### src/rtl/sft_pkg.sv
package sft_pkg;

  localparam int unsigned OVS = 16;

  typedef enum logic [2:0] {
    ST_IDLE,
    ST_START,
    ST_DATA,
    ST_PARITY,
    ST_STOP
  } tx_state_e;

  typedef struct packed {
    logic [1:0] len_sel;
    logic [1:0] par_sel;
    logic [1:0] stop_sel;
  } frame_cfg_t;

  function automatic logic [3:0] data_bits(input logic [1:0] sel);
    return 4'd5 + {2'b00, sel};
  endfunction

  function automatic logic [5:0] stop_ticks(input logic [1:0] sel);
    case (sel)
      2'd0:    return 6'd16;
      2'd1:    return 6'd24;
      default: return 6'd32;
    endcase
  endfunction

  function automatic logic parity_on(input logic [1:0] sel);
    return (sel == 2'd1) || (sel == 2'd2);
  endfunction

endpackage

### src/rtl/sft_baud_div.sv
module sft_baud_div #(
  parameter int unsigned DIV_W = 16
) (
  input  logic             clk_i,
  input  logic             rst_ni,
  input  logic [DIV_W-1:0] divisor_i,
  output logic             tick_o
);

  logic [DIV_W-1:0] cnt_q;
  logic             run;
  logic             wrap;

  assign run    = |divisor_i;
  assign wrap   = cnt_q >= (divisor_i - 1'b1);
  assign tick_o = run & wrap;

  always_ff @(posedge clk_i or negedge rst_ni) begin
    if (!rst_ni)            cnt_q <= '0;
    else if (!run || wrap)  cnt_q <= '0;
    else                    cnt_q <= cnt_q + 1'b1;
  end

  // Ticks are at least divisor cycles apart while the divisor holds.
  assert_tick_spacing_R1: assert property (@(posedge clk_i) disable iff (!rst_ni)
    (tick_o && divisor_i > 1) |=> (!tick_o || !$stable(divisor_i)));

endmodule

### src/rtl/sft_hold_reg.sv
module sft_hold_reg #(
  parameter int unsigned DATA_W = 8
) (
  input  logic              clk_i,
  input  logic              rst_ni,
  input  logic              wr_i,
  input  logic [DATA_W-1:0] wr_data_i,
  input  logic              take_i,
  output logic [DATA_W-1:0] data_o,
  output logic              full_o
);

  logic [DATA_W-1:0] data_q;
  logic              full_q;

  always_ff @(posedge clk_i or negedge rst_ni) begin
    if (!rst_ni) begin
      data_q <= '0;
      full_q <= 1'b0;
    end else begin
      if (wr_i) data_q <= wr_data_i;
      // a write in the same cycle as a take keeps the register full
      if (wr_i)        full_q <= 1'b1;
      else if (take_i) full_q <= 1'b0;
    end
  end

  assign data_o = data_q;
  assign full_o = full_q;

  assert_take_needs_full_R6: assert property (@(posedge clk_i) disable iff (!rst_ni)
    take_i |-> full_q);

  assert_write_sets_full_R6: assert property (@(posedge clk_i) disable iff (!rst_ni)
    wr_i |=> full_o);

endmodule

### src/rtl/sft_shifter.sv
module sft_shifter
  import sft_pkg::*;
#(
  parameter int unsigned DATA_W = 8
) (
  input  logic              clk_i,
  input  logic              rst_ni,
  input  logic              tick_i,
  input  logic              hold_full_i,
  input  logic [DATA_W-1:0] hold_data_i,
  input  frame_cfg_t        cfg_i,
  output logic              take_o,
  output logic              line_o,
  output logic              busy_o
);

  tx_state_e         state_q;
  frame_cfg_t        cfg_q;
  logic [DATA_W-1:0] shreg_q;
  logic [5:0]        cnt_q;
  logic [3:0]        bit_q;
  logic              par_q;

  logic [DATA_W-1:0] mask;
  logic [DATA_W-1:0] masked;
  logic [3:0]        nbits_new;
  logic              bit_end;
  logic              stop_end;

  assign nbits_new = data_bits(cfg_i.len_sel);

  always_comb begin
    for (int i = 0; i < DATA_W; i++) mask[i] = (i < int'(nbits_new));
  end

  assign masked   = hold_data_i & mask;
  assign bit_end  = (cnt_q == 6'(OVS - 1));
  assign stop_end = (cnt_q == stop_ticks(cfg_q.stop_sel) - 6'd1);

  assign take_o = tick_i & hold_full_i &
                  ((state_q == ST_IDLE) || ((state_q == ST_STOP) && stop_end));

  always_ff @(posedge clk_i or negedge rst_ni) begin
    if (!rst_ni) begin
      state_q <= ST_IDLE;
      cfg_q   <= '0;
      shreg_q <= '0;
      cnt_q   <= '0;
      bit_q   <= '0;
      par_q   <= 1'b0;
    end else if (take_o) begin
      state_q <= ST_START;
      cfg_q   <= cfg_i;
      shreg_q <= masked;
      cnt_q   <= '0;
      bit_q   <= '0;
      par_q   <= (cfg_i.par_sel == 2'd2) ? ~^masked : ^masked;
    end else if (tick_i) begin
      case (state_q)
        ST_START: begin
          if (bit_end) begin
            state_q <= ST_DATA;
            cnt_q   <= '0;
          end else cnt_q <= cnt_q + 6'd1;
        end
        ST_DATA: begin
          if (bit_end) begin
            cnt_q   <= '0;
            shreg_q <= shreg_q >> 1;
            if (bit_q == data_bits(cfg_q.len_sel) - 4'd1) begin
              bit_q   <= '0;
              state_q <= parity_on(cfg_q.par_sel) ? ST_PARITY : ST_STOP;
            end else bit_q <= bit_q + 4'd1;
          end else cnt_q <= cnt_q + 6'd1;
        end
        ST_PARITY: begin
          if (bit_end) begin
            state_q <= ST_STOP;
            cnt_q   <= '0;
          end else cnt_q <= cnt_q + 6'd1;
        end
        ST_STOP: begin
          if (stop_end) begin
            state_q <= ST_IDLE;
            cnt_q   <= '0;
          end else cnt_q <= cnt_q + 6'd1;
        end
        default: cnt_q <= '0;
      endcase
    end
  end

  always_comb begin
    case (state_q)
      ST_START:  line_o = 1'b0;
      ST_DATA:   line_o = shreg_q[0];
      ST_PARITY: line_o = par_q;
      default:   line_o = 1'b1;
    endcase
  end

  assign busy_o = (state_q != ST_IDLE);

  assert_data_index_R2: assert property (@(posedge clk_i) disable iff (!rst_ni)
    (state_q == ST_DATA) |-> (bit_q < data_bits(cfg_q.len_sel)));

  assert_parity_only_when_on_R3: assert property (@(posedge clk_i) disable iff (!rst_ni)
    (state_q == ST_PARITY) |-> parity_on(cfg_q.par_sel));

  assert_stop_window_R4: assert property (@(posedge clk_i) disable iff (!rst_ni)
    (state_q == ST_STOP) |-> (cnt_q < stop_ticks(cfg_q.stop_sel)));

endmodule

### src/rtl/serial_frame_tx.sv
module serial_frame_tx
  import sft_pkg::*;
#(
  parameter int unsigned DIV_W  = 16,
  parameter int unsigned DATA_W = 8
) (
  input  logic              clk_i,
  input  logic              rst_ni,
  input  logic [DIV_W-1:0]  divisor_i,
  input  logic [1:0]        len_sel_i,
  input  logic [1:0]        par_sel_i,
  input  logic [1:0]        stop_sel_i,
  input  logic              brk_i,
  input  logic              irq_en_i,
  input  logic              wr_i,
  input  logic [DATA_W-1:0] wr_data_i,
  output logic              txd_o,
  output logic              hold_empty_o,
  output logic              tx_empty_o,
  output logic              irq_o
);

  logic              tick;
  logic              take;
  logic              hold_full;
  logic [DATA_W-1:0] hold_data;
  logic              line;
  logic              busy;
  frame_cfg_t        cfg;

  assign cfg = '{len_sel: len_sel_i, par_sel: par_sel_i, stop_sel: stop_sel_i};

  sft_baud_div #(.DIV_W(DIV_W)) u_div (
    .clk_i     (clk_i),
    .rst_ni    (rst_ni),
    .divisor_i (divisor_i),
    .tick_o    (tick)
  );

  sft_hold_reg #(.DATA_W(DATA_W)) u_hold (
    .clk_i     (clk_i),
    .rst_ni    (rst_ni),
    .wr_i      (wr_i),
    .wr_data_i (wr_data_i),
    .take_i    (take),
    .data_o    (hold_data),
    .full_o    (hold_full)
  );

  sft_shifter #(.DATA_W(DATA_W)) u_shift (
    .clk_i       (clk_i),
    .rst_ni      (rst_ni),
    .tick_i      (tick),
    .hold_full_i (hold_full),
    .hold_data_i (hold_data),
    .cfg_i       (cfg),
    .take_o      (take),
    .line_o      (line),
    .busy_o      (busy)
  );

  assign txd_o        = line & ~brk_i;
  assign hold_empty_o = ~hold_full;
  assign tx_empty_o   = ~hold_full & ~busy;
  assign irq_o        = irq_en_i & ~hold_full;

  assert_tx_empty_implies_hold_empty_R8: assert property (@(posedge clk_i) disable iff (!rst_ni)
    tx_empty_o |-> hold_empty_o);

  assert_idle_line_high_R5: assert property (@(posedge clk_i) disable iff (!rst_ni)
    (tx_empty_o && !brk_i) |-> txd_o);

  assert_stopped_no_start_R1: assert property (@(posedge clk_i) disable iff (!rst_ni)
    (divisor_i == '0 && tx_empty_o) |=> (!busy || divisor_i != '0));

endmodule

### config.mk
export PLATFORM = sky130hd
export DESIGN_NAME = serial_frame_tx
export DESIGN_NICKNAME = d
export VERILOG_FILES = /design/src/rtl/sft_pkg.sv /design/src/rtl/sft_baud_div.sv /design/src/rtl/sft_hold_reg.sv /design/src/rtl/sft_shifter.sv /design/src/rtl/serial_frame_tx.sv
export SDC_FILE = /design/constraint.sdc
export NUM_CORES = 1
export LEC_CHECK = 0
export CORE_ASPECT_RATIO = 1.5
export CORE_MARGIN = 2
export CORE_UTILIZATION = 25
export DETAILED_ROUTE_END_ITERATION = 10
export DONT_BUFFER_PORTS = 1
export GPL_TIMING_DRIVEN = 0
export PLACE_DENSITY = 0.4
export SLEW_MARGIN = 40
export SYNTH_ARGS = -nofsm -noshare
export SYNTH_HDL_FRONTEND = slang
export SYNTH_SLANG_ARGS = --single-unit
### constraint.sdc
create_clock -name clk_i -period 3.5 [get_ports clk_i]
set_clock_uncertainty 0.2 [all_clocks]
set_input_delay 0.7 -clock clk_i [delete_from_list [all_inputs] [get_ports clk_i]]
set_output_delay 0.7 -clock clk_i [all_outputs]
set_load 0.005 [all_outputs]
==> results of run 1 <==
## cells in the final DEF, fill, tap and decap left out, types with 9 or more instances in the layout
master   instances
ha_1            21
xor2_1          14
buf_4           12
nor2_1          35
inv_1            9
mux2_4          10
xnor2_1         26
nand3_1         13
nand2_1         28
o21ai_0         11
dfrtp_1         53
## through the flow
step                instance area [um^2]  hold slack [ps]
global route                        4080             74.0
detailed placement                  3580              207
CTS                                 3970             67.4
global placement                    3570              207
floorplan                           3370              204
finish                              4080             60.3
## worst register-to-register path, delay by kind of cell (launching register included)
kind	cells	cell delay, ps
buffers and inverters	1	170
muxes	1	300
and+or+nand+nor	3	680
adders and majority gates	1	250
AOI/OAI and AO/OA	2	950
DFF	1	430
## cell families after synthesis
logic type / synth area share
DFF: 0.398
AOI/OAI and AO/OA: 0.131
buffers and inverters: 0.0229
and+or+nand+nor: 0.203
adders and majority gates: 0.0789
xor gates and xnor gates: 0.105
muxes: 0.0608
## state kept, by name (all words and copies together) (netlist names)
signal	cells
u_div.cnt_q	16
u_hold.data_o	8
u_shift.shreg_q	8
u_shift.cfg_q	6
u_shift.cnt_q	6
u_shift.bit_q	4
u_shift.state_q	3
u_hold.full_o	1
u_shift.par_q	1
## power groups by stage
stage	clock (mW)	combinational (mW)	sequential (mW)
global route	0.631	1.12	1.06
CTS	0.608	0.940	1.02
floorplan	0	0.664	0.959
global placement	0	0.807	1.02
detailed placement	0	0.822	1.02
finish	0.589	0.991	1.03
## synth_stat cells (4+ instances only)
cell type  number
nand2b_1        6
and3_1          5
o22ai_1         6
ha_1           21
inv_1           9
nand2_1        29
clkbuf_1        5
o21ai_0        18
nor3_1         10
xnor2_1        26
dfrtp_1        53
a2bb2oi_1       7
xor2_1         14
nand3_1        14
nor2b_1         4
nor2_1         37
mux2_2         17
o31ai_1         4
nand4_1         4
a21oi_1         8
## layout make-up
type | instances | area [um^2] | area share
tap | 159 | 199 | 0.0487
multi-input combinational | 275 | 2130 | 0.521
sequential | 53 | 1330 | 0.325
timing repair buffer | 15 | 161 | 0.0395
buffer | 7 | 62.6 | 0.0153
clock buffer | 5 | 125 | 0.0307
clock inverter | 3 | 47.5 | 0.0116
inverter | 9 | 33.8 | 0.00828
## how the worst max path moves through the flow
| stage | from | to | depth (start not counted) | slack, ps |
|---|---|---|---|---|
| after CTS | divisor_i[5] | u_shift.par_q | 13 | -210 |
| after global routing | divisor_i[5] | u_shift.cfg_q[2] | 13 | -260 |
| after detailed placement | divisor_i[7] | u_shift.par_q | 13 | -1090 |
| final | divisor_i[5] | u_shift.cfg_q[1] | 13 | -70 |
| after global placement | divisor_i[7] | u_shift.par_q | 13 | -990 |
| after floorplan | divisor_i[7] | u_shift.cfg_q[0] | 13 | -460 |
## routing by layer
metal	up-vias	wire [um]
met4	0	142
met1	1264	3260
met3	8	289
met5	-	0
met2	49	4710
li1	1281	-
## timing repair
item / in CTS / in global routing
resized for setup: 26 / 16
hold endpoints to repair: 53 / 0
hold buffers: 1 / 0
pin swaps: 11 / 6
setup endpoints to repair: 45 / 45
buffers inserted: 11 / 3
==> impl_metrics.env, run 1 <==
export IMPL_synthesis_area_um2=3330
export IMPL_antennaDiodeCount=0
export IMPL_area_delta_synth_final_pct=22.5
export IMPL_relSlewSlack=0.495
export IMPL_dieWidth_um=98.3
export IMPL_ant_nets=0
export IMPL_clockBufferDepth=2
export IMPL_io_pins=39
export IMPL_gp_congestion=0.783
export IMPL_syn_nets=401
export IMPL_core_area_um2=13000
export IMPL_setup_violations=26
export IMPL_slew_violations=0
export IMPL_synth_cell_types=51
export IMPL_core_rowCount=51
export IMPL_timing_final_crit_share=1.02
export IMPL_drt_initial_drc_count=88
export IMPL_hp_class="in2async"
export IMPL_dp_hpwl_mm=6.34
export IMPL_drt_wl_total_mm=8.40
export IMPL_drv_cap=0
export IMPL_grt_util_met1=0.135
export IMPL_fmax_mhz=280
export IMPL_netlist_instances=345
export IMPL_synth_seq_cells=53
export IMPL_async_flop_share=1.00
export IMPL_max_stage_delay_ps=420
export IMPL_fin_nets=422
export IMPL_busiest_layer="met2"
export IMPL_placed_cells=504
export IMPL_reg2reg_depth=8
export IMPL_clock_latency_ps=300
export IMPL_port_buffers=0
export IMPL_crit_family="simple AND/OR/NAND/NOR gates"
export IMPL_die_y_um=145
export IMPL_p_per_area_nw_per_um2=638
export IMPL_synth_ff_type="dfrtp_1"
export IMPL_leakage_nw=1.62
export IMPL_ys_top_cells_by_area="dfrtp_1 40%, ha_1 7.9%, xnor2_1 6.8%"
export IMPL_tightest_slew_ps=753
export IMPL_cts_sink_count=53
export IMPL_power_mw=2.61
export IMPL_violations="setup timing"
export IMPL_ir_drop_v=0.000355
export IMPL_fin_ws_ps=-69.1
export IMPL_cp_slowest_cell="or4_1"
export IMPL_r2r_end="u_shift.cfg_q[1]"
export IMPL_tns_ps=-1080
export IMPL_power_frac_comb=0.380
export IMPL_grt_usage=0.122
export IMPL_grtUsageMet3=0.0197
export IMPL_clk_pin_slew_ps=70
export IMPL_viasPerCell=4.95
export IMPL_root_buffer="clkbuf_16"
export IMPL_yosys_warnings=0
export IMPL_path_max_fanout=8
export IMPL_htreeDepth=2
export IMPL_status="finished, violations left"
export IMPL_grt_max_degree=54
export IMPL_cts_buffers=5
export IMPL_fin_cells=526
export IMPL_yosysTopAreaCell="dfrtp_1"
export IMPL_first_global_vias=2821
export IMPL_cp_arrival_ps=3550
export IMPL_synth_edff_count=0
export IMPL_use_met2=0.235
export IMPL_final_layout_size_suffix_gt1_frac=0.215
export IMPL_start_kind="primary input"
export IMPL_intPower_mw=1.66
export IMPL_route_detailed_drc=0
export IMPL_crit_type="in2reg"
export IMPL_pre_cts_ws_ps=-1090
export IMPL_cts_tree="yes"
export IMPL_vias=2602
export IMPL_ys_seq_area_frac=0.398
export IMPL_rsz0062_at_grt="true"
export IMPL_rrSetupSlack_ps=420
export IMPL_start_util=0.256
export IMPL_critical_path_buf_inv_count=1
export IMPL_drt_pre_antenna_iters=4
export IMPL_wire_per_inst_um=16.0
export IMPL_finalHoldViolations=0
export IMPL_seqPwrFrac=0.394
export IMPL_p_sw_frac=0.363
export IMPL_grt_pass1_wl_mm=14.0
export IMPL_utilization=0.314
export IMPL_die_area_um2=14300
export IMPL_grt_overflow_total=0
export IMPL_crit_required_ps=3480
export IMPL_fill_cells=1387
export IMPL_p_switching_uw=945
export IMPL_p_clk_frac=0.226
export IMPL_syn_avg_cell_area_um2=9.66
export IMPL_antenna_found_initial=0
export IMPL_cp_end_kind="register"
export IMPL_crit_chain="nor4_4 -> nor4b_4 -> nand2_1 -> nor3_2 -> xnor2_1 -> ha_1 -> and4_4 -> o211ai_1 -> or4_1 -> and3_4 -> nor3_4 -> buf_12 -> mux2_4"
export IMPL_min_period_ps=3570
export IMPL_r2r_start="u_shift.cnt_q[0]"
export IMPL_synth_top_area_share=0.398
No activity file was read; power rests on OpenSTA's default activity.
==> inputs of run 2 (changes only) <==
- ABC_AREA: default -> 1
==> run 2 against run 1 <==
Compared with the run above:
- fmax increased by 10%
- highest routed layer unchanged
- count of clock-buffer cells in the layout increased by 1
- sequential power decreased by 6%
- sequential share of layout area decreased by 0.080 points
- routed wire length about the same
- worst hold slack got worse by 18 ps
- non-clock buffer count decreased by 14
- total power decreased by 3.9%
- synthesized cell count increased by 46%
- the flow now finishes without violations
- flip-flop and latch count unchanged
- combinational power about the same
==> impl_metrics.env, run 2 <==
export IMPL_cp_end_kind="register"
export IMPL_status="complete, no violations"
export IMPL_ant_nets=0
export IMPL_synth_ff_type="dfrtp_1"
export IMPL_drv_cap=0
export IMPL_ys_top_cells_by_area="dfrtp_1 36%, nand2_1 15%, inv_1 7.4%"
export IMPL_cts_tree="yes"
export IMPL_port_buffers=0
export IMPL_p_clk_frac=0.204
export IMPL_tightest_slew_ps=487
export IMPL_reg2reg_depth=13
export IMPL_clock_latency_ps=300
export IMPL_p_per_area_nw_per_um2=612
export IMPL_slew_violations=0
export IMPL_final_layout_size_suffix_gt1_frac=0.102
export IMPL_die_y_um=152
export IMPL_grt_max_degree=54
export IMPL_drt_pre_antenna_iters=4
export IMPL_power_mw=2.50
export IMPL_async_flop_share=1.00
export IMPL_intPower_mw=1.48
export IMPL_grt_util_met1=0.121
export IMPL_htreeDepth=2
export IMPL_syn_nets=559
export IMPL_use_met2=0.212
export IMPL_wire_per_inst_um=11.9
export IMPL_fmax_mhz=309
export IMPL_grt_pass1_wl_mm=13.9
export IMPL_drt_initial_drc_count=104
export IMPL_start_kind="primary input"
export IMPL_synth_edff_count=0
export IMPL_fin_ws_ps=262
export IMPL_top_register="u_div.cnt_q"
export IMPL_p_sw_frac=0.409
export IMPL_cts_buffers=5
export IMPL_rrSetupSlack_ps=1350
export IMPL_tns_ps=0
export IMPL_min_period_ps=3240
export IMPL_fin_nets=568
export IMPL_finalHoldViolations=0
export IMPL_pre_cts_ws_ps=-365
export IMPL_seqPwrFrac=0.388
export IMPL_utilization=0.284
export IMPL_leakage_nw=2.12
export IMPL_synth_cell_types=34
export IMPL_dp_hpwl_mm=6.49
export IMPL_antenna_found_initial=0
export IMPL_relSlewSlack=0.672
export IMPL_gp_congestion=0.748
export IMPL_crit_type="in2reg"
export IMPL_yosys_warnings=0
export IMPL_power_frac_comb=0.408
export IMPL_largest_register_ffs=16
export IMPL_grtUsageMet3=0.0193
export IMPL_r2r_end="u_shift.cnt_q[3]"
export IMPL_core_area_um2=14400
export IMPL_yosysTopAreaCell="dfrtp_1"
export IMPL_io_pins=39
export IMPL_clk_pin_slew_ps=70
export IMPL_ir_drop_v=0.000323
export IMPL_synth_seq_cells=53
export IMPL_root_buffer="clkbuf_16"
export IMPL_vias=3033
export IMPL_start_util=0.253
export IMPL_path_max_fanout=8
export IMPL_hp_class="in2async"
export IMPL_crit_required_ps=3520
export IMPL_busiest_layer="met2"
export IMPL_drt_wl_total_mm=8.40
export IMPL_r2r_start="u_div.cnt_q[7]"
export IMPL_synth_common_cells="146 x nand2_1, 72 x inv_1, 63 x nor2_1"
export IMPL_die_area_um2=15600
export IMPL_netlist_instances=503
export IMPL_ys_seq_area_frac=0.364
export IMPL_cp_arrival_ps=3260
export IMPL_p_switching_mw=1.02
export IMPL_grt_overflow_total=0
export IMPL_first_global_vias=3079
export IMPL_clockBufferDepth=2
export IMPL_antennaDiodeCount=0
export IMPL_core_rowCount=54
export IMPL_setup_violations=0
export IMPL_syn_avg_cell_area_um2=7.24
export IMPL_yosysMostFrequentCell="nand2_1"
export IMPL_dieWidth_um=103
export IMPL_cts_sink_count=53
export IMPL_final_common_cell="nand2_1"
export IMPL_viasPerCell=4.28
export IMPL_rsz0062_at_grt="true"
export IMPL_synthesis_area_um2=3640
export IMPL_timing_final_crit_share=0.925
export IMPL_mostFrequentLayoutCells="145 x nand2_1, 72 x inv_1, 61 x nor2_1"
export IMPL_grt_usage=0.112
export IMPL_area_delta_synth_final_pct=12.3
export IMPL_synth_top_area_share=0.364
export IMPL_route_detailed_drc=0
==> run 2: cell count changes after synthesis, moves of 10 or more <==
cell / before / now
inv_1: 9 / 72
nor2_1: 37 / 63
nand2_2: 0 / 10
mux2_2: 17 / 0
nand2_1: 29 / 146
xnor2_1: 26 / 9
==> run 2: worst max path at each step <==
stage / startpoint / to
global route: divisor_i[0] / u_shift.cnt_q[4]
CTS: divisor_i[0] / u_shift.cnt_q[5]
detailed placement: divisor_i[0] / u_shift.cnt_q[3]
finish: divisor_i[0] / u_shift.cnt_q[3]
global placement: divisor_i[0] / u_shift.shreg_q[3]
floorplan: divisor_i[0] / u_shift.bit_q[0]
==> run 2: layout make-up <==
class	count	area, um^2
fillers	1576	10300
plain buffers	6	58.8
clock buffers	6	139
clock inverters	1	7.51
multi-input cells	366	1980
repair buffers	2	35.0
inverters	78	295
well taps	196	245
flip-flops and latches	53	1330
==> run 2: kinds of logic after synthesis <==
group           share of synthesized area
flops                               0.364
xor+xnor                           0.0697
fa+ha+maj                          0.0721
simple gates                        0.328
buf+inv                            0.0972
compound gates                     0.0694
==> run 2: worst max-delay path: stages <==
cell and delay (ps):
inv_1 110, ha_1 200, nand2_1 150, nor2_4 180, nand2_1 100, nor3_1 190
xor2_1 180, inv_1 60, ha_1 270, nand2_1 70, nor3_1 240, nand2_1 130
nand2_2 170, nand2_1 160, inv_2 160, nand3_1 80, o21ai_0 90
==> run 2: routing by layer <==
metal / vias to the layer above / wire, um / part of all wire
met4: 0 / 119 / 0.014
met3: 6 / 327 / 0.039
met1: 1388 / 3580 / 0.43
li1: 1586 / - / -
met5: - / 0 / 0
met2: 53 / 4370 / 0.52
==> run 2: power groups by stage <==
stage / Combinational (mW) / Sequential (mW) / Clock (mW)
CTS: 1.04 / 0.975 / 0.533
global route: 1.17 / 1.00 / 0.555
finish: 1.02 / 0.972 / 0.512
global placement: 1.00 / 0.981 / 0
floorplan: 0.839 / 0.934 / 0
detailed placement: 1.01 / 0.987 / 0
==> run 2: timing repair <==
item,4_1_cts,5_1_grt
hold buffers,1,0
buffers inserted,0,1
setup endpoints to repair,20,38
endpoints found under the hold margin,53,0
resized for setup,1,5
pin swaps,0,1
==> run 2: through the flow <==
stage / area, um^2 / hold WS (ps) / std cells
2_1_floorplan: 3640 / 204 / 503
3_3_place_gp: 3890 / 206 / 699
3_5_place_dp: 3890 / 206 / 699
4_1_cts: 4070 / 68.5 / 707
5_1_grt: 4090 / 68.7 / 708
6_report: 4090 / 42.8 / 708
==> inputs of run 3 (changes only) <==
- CORE_ASPECT_RATIO: 1.5 -> 0.6
==> run 3 against run 2 <==
Compared with the run above:
- worst hold slack better by 23 ps
- non-clock buffer count did not move
- critical endpoint is now u_shift.state_q[1]
- die area barely moved
- cell area rose by 2.4%
- critical path depth fell by 1
- routed wire length increased by 2.5%
- cell count up 0.42%
- largest power group unchanged
- count of clock-buffer cells in the layout decreased by 1
==> impl_metrics.env, run 3 (synthesized netlist as in run 2, its figures left out) <==
export IMPL_status="complete, no violations"
export IMPL_route_met2_wl_mm=3.07
export IMPL_clk_pin_slew_ps=70
export IMPL_crit_chain="inv_1 -> nand4_1 -> nor2_1 -> nand2_1 -> nor2_4 -> nand4_1 -> xnor2_1 -> inv_1 -> ha_1 -> nand2_2 -> nor3_4 -> nand2_2 -> nand2_4 -> nand4_1 -> nand2_1 -> o21ai_2"
export IMPL_dieWidth_um=160
export IMPL_final_layout_size_suffix_gt1_frac=0.121
export IMPL_rsz0062_at_grt="false"
export IMPL_antennaDiodeCount=0
export IMPL_tightest_slew_ps=448
export IMPL_crit_required_ps=3490
export IMPL_cts_sink_count=53
export IMPL_die_area_um2=15600
export IMPL_crit_type="in2reg"
export IMPL_core_rowCount=34
export IMPL_max_stage_delay_ps=300
export IMPL_root_buffer="clkbuf_16"
export IMPL_io_pins=39
export IMPL_dr_wl_met3_um=352
export IMPL_drt_initial_drc_count=138
export IMPL_drt_wl_total_mm=8.61
export IMPL_grt_usage=0.117
export IMPL_antenna_found_initial=0
export IMPL_drv_cap=0
export IMPL_core_area_um2=14400
export IMPL_tns_ps=0
export IMPL_largest_register_ffs=16
export IMPL_top_register="u_div.cnt_q"
export IMPL_clockBufferDepth=2
export IMPL_area_delta_synth_final_pct=15.0
export IMPL_ir_drop_v=0.000251
export IMPL_relSlewSlack=0.698
export IMPL_fill_cells=1604
export IMPL_fmax_mhz=317
export IMPL_start_kind="primary input"
export IMPL_mostFrequentLayoutCells="141 x nand2_1, 72 x inv_1, 60 x nor2_1"
export IMPL_path_max_fanout=5
export IMPL_clock_latency_ps=300
export IMPL_timing_final_crit_share=0.900
export IMPL_die_y_um=97.5
export IMPL_vias=3025
export IMPL_slew_violations=0
export IMPL_grt_pass1_wl_mm=14.4
export IMPL_dp_hpwl_mm=6.73
export IMPL_timing_hold_ws_ps=66.0
export IMPL_fin_nets=568
export IMPL_cp_end_kind="register"
export IMPL_grt_max_degree=54
export IMPL_start_util=0.253
export IMPL_htreeDepth=2
export IMPL_cp_slowest_cell="ha_1"
export IMPL_final_common_cell="nand2_1"
export IMPL_ant_nets=0
export IMPL_setup_violations=0
export IMPL_cts_buffers=5
export IMPL_first_global_vias=2796
export IMPL_route_detailed_drc=0
export IMPL_wire_per_inst_um=12.1
export IMPL_highest_layer="met4"
export IMPL_min_period_ps=3150
export IMPL_leakage_nw=2.16
export IMPL_hp_class="in2async"
export IMPL_cts_tree="yes"
export IMPL_gp_congestion=0.809
export IMPL_cp_common_cell="nand4_1"
export IMPL_grt_overflow_total=0
export IMPL_viasPerCell=4.25
export IMPL_port_buffers=0
export IMPL_p_per_area_nw_per_um2=636
export IMPL_drt_pre_antenna_iters=4
export IMPL_power_mw=2.66
export IMPL_register_area_um2=1330
export IMPL_multi_input_area_um2=2040
export IMPL_finalHoldViolations=0
export IMPL_cp_arrival_ps=3140
export IMPL_wl_met1_mm=5.14
-- run 3: cell types whose count changed in the layout (fill, tap and decap cells not counted), sizes merged --
cell      previous run  this run
bufinv               0         2
clkbuf               7         6
clkinv               0         1
clkinvlp             1         0
-- run 3: final timing paths --
check | start | end | slack (ps) | cells after the start
max in group asynchronous | rst_ni | u_shift.cnt_q[5] | 2790 | 1
max reg2reg | u_div.cnt_q[11] | u_shift.state_q[1] | 1330 | 8
min | rst_ni | u_shift.bit_q[1] | 70 | 1
min in group clk_i | u_shift.shreg_q[5] | u_shift.shreg_q[5] | 290 | 2
max | divisor_i[1] | u_shift.state_q[1] | 350 | 16
min reg2reg | u_shift.shreg_q[5] | u_shift.shreg_q[5] | 290 | 2
-- run 3: final cells by class --
type | count | share of cell area
buffer | 6 | 0.0140
multi-input combinational | 366 | 0.486
tap | 198 | 0.0591
clock buffer | 5 | 0.0299
timing repair buffer | 2 | 0.00836
sequential | 53 | 0.317
inverter | 78 | 0.0705
clock inverter | 3 | 0.0155
-- run 3: stage by stage --
step	area [um^2]	std cells	worst slack, ps	util
after floorplan	3640	503	263	-
after global placement	3890	701	-366	0.271
after detailed placement	3890	701	-403	0.271
after CTS	4110	710	2.61	0.286
after global routing	4190	711	34.1	0.291
final	4190	711	350	0.291
-- run 3: repair_timing --
action                                  4_1_cts  5_1_grt
cloned                                        0        0
gates resized for setup                       1       19
hold endpoints to repair                     53        0
endpoints found under the setup margin       38       45
hold buffers                                  1        0
buffers inserted                              0        1
pin swaps                                     0        1
-- run 3: power breakdown --
| part | leakage [nW] | total, mW | internal, mW | switching [mW] |
|---|---|---|---|---|
| Combinational | 1.37 | 1.05 | 0.405 | 0.643 |
| Clock | 0.0938 | 0.644 | 0.409 | 0.235 |
| Sequential | 0.687 | 0.971 | 0.798 | 0.173 |
| Total | 2.16 | 2.66 | 1.61 | 1.05 |
-- run 3: routing by layer --
| layer | GRT usage | up-vias |
|---|---|---|
| met5 | 0 | - |
| met4 | 0.0208 | 0 |
| met3 | 0.0277 | 5 |
| met2 | 0.145 | 44 |
| met1 | 0.195 | 1388 |
| li1 | - | 1588 |
-- run 3: critical path: cells and delay by family --
family          cells  cell delay [ps]
fa+ha+maj           1              300
xor+xnor            1              150
simple gates       11             1750
compound gates      1               60
buf+inv             2              160
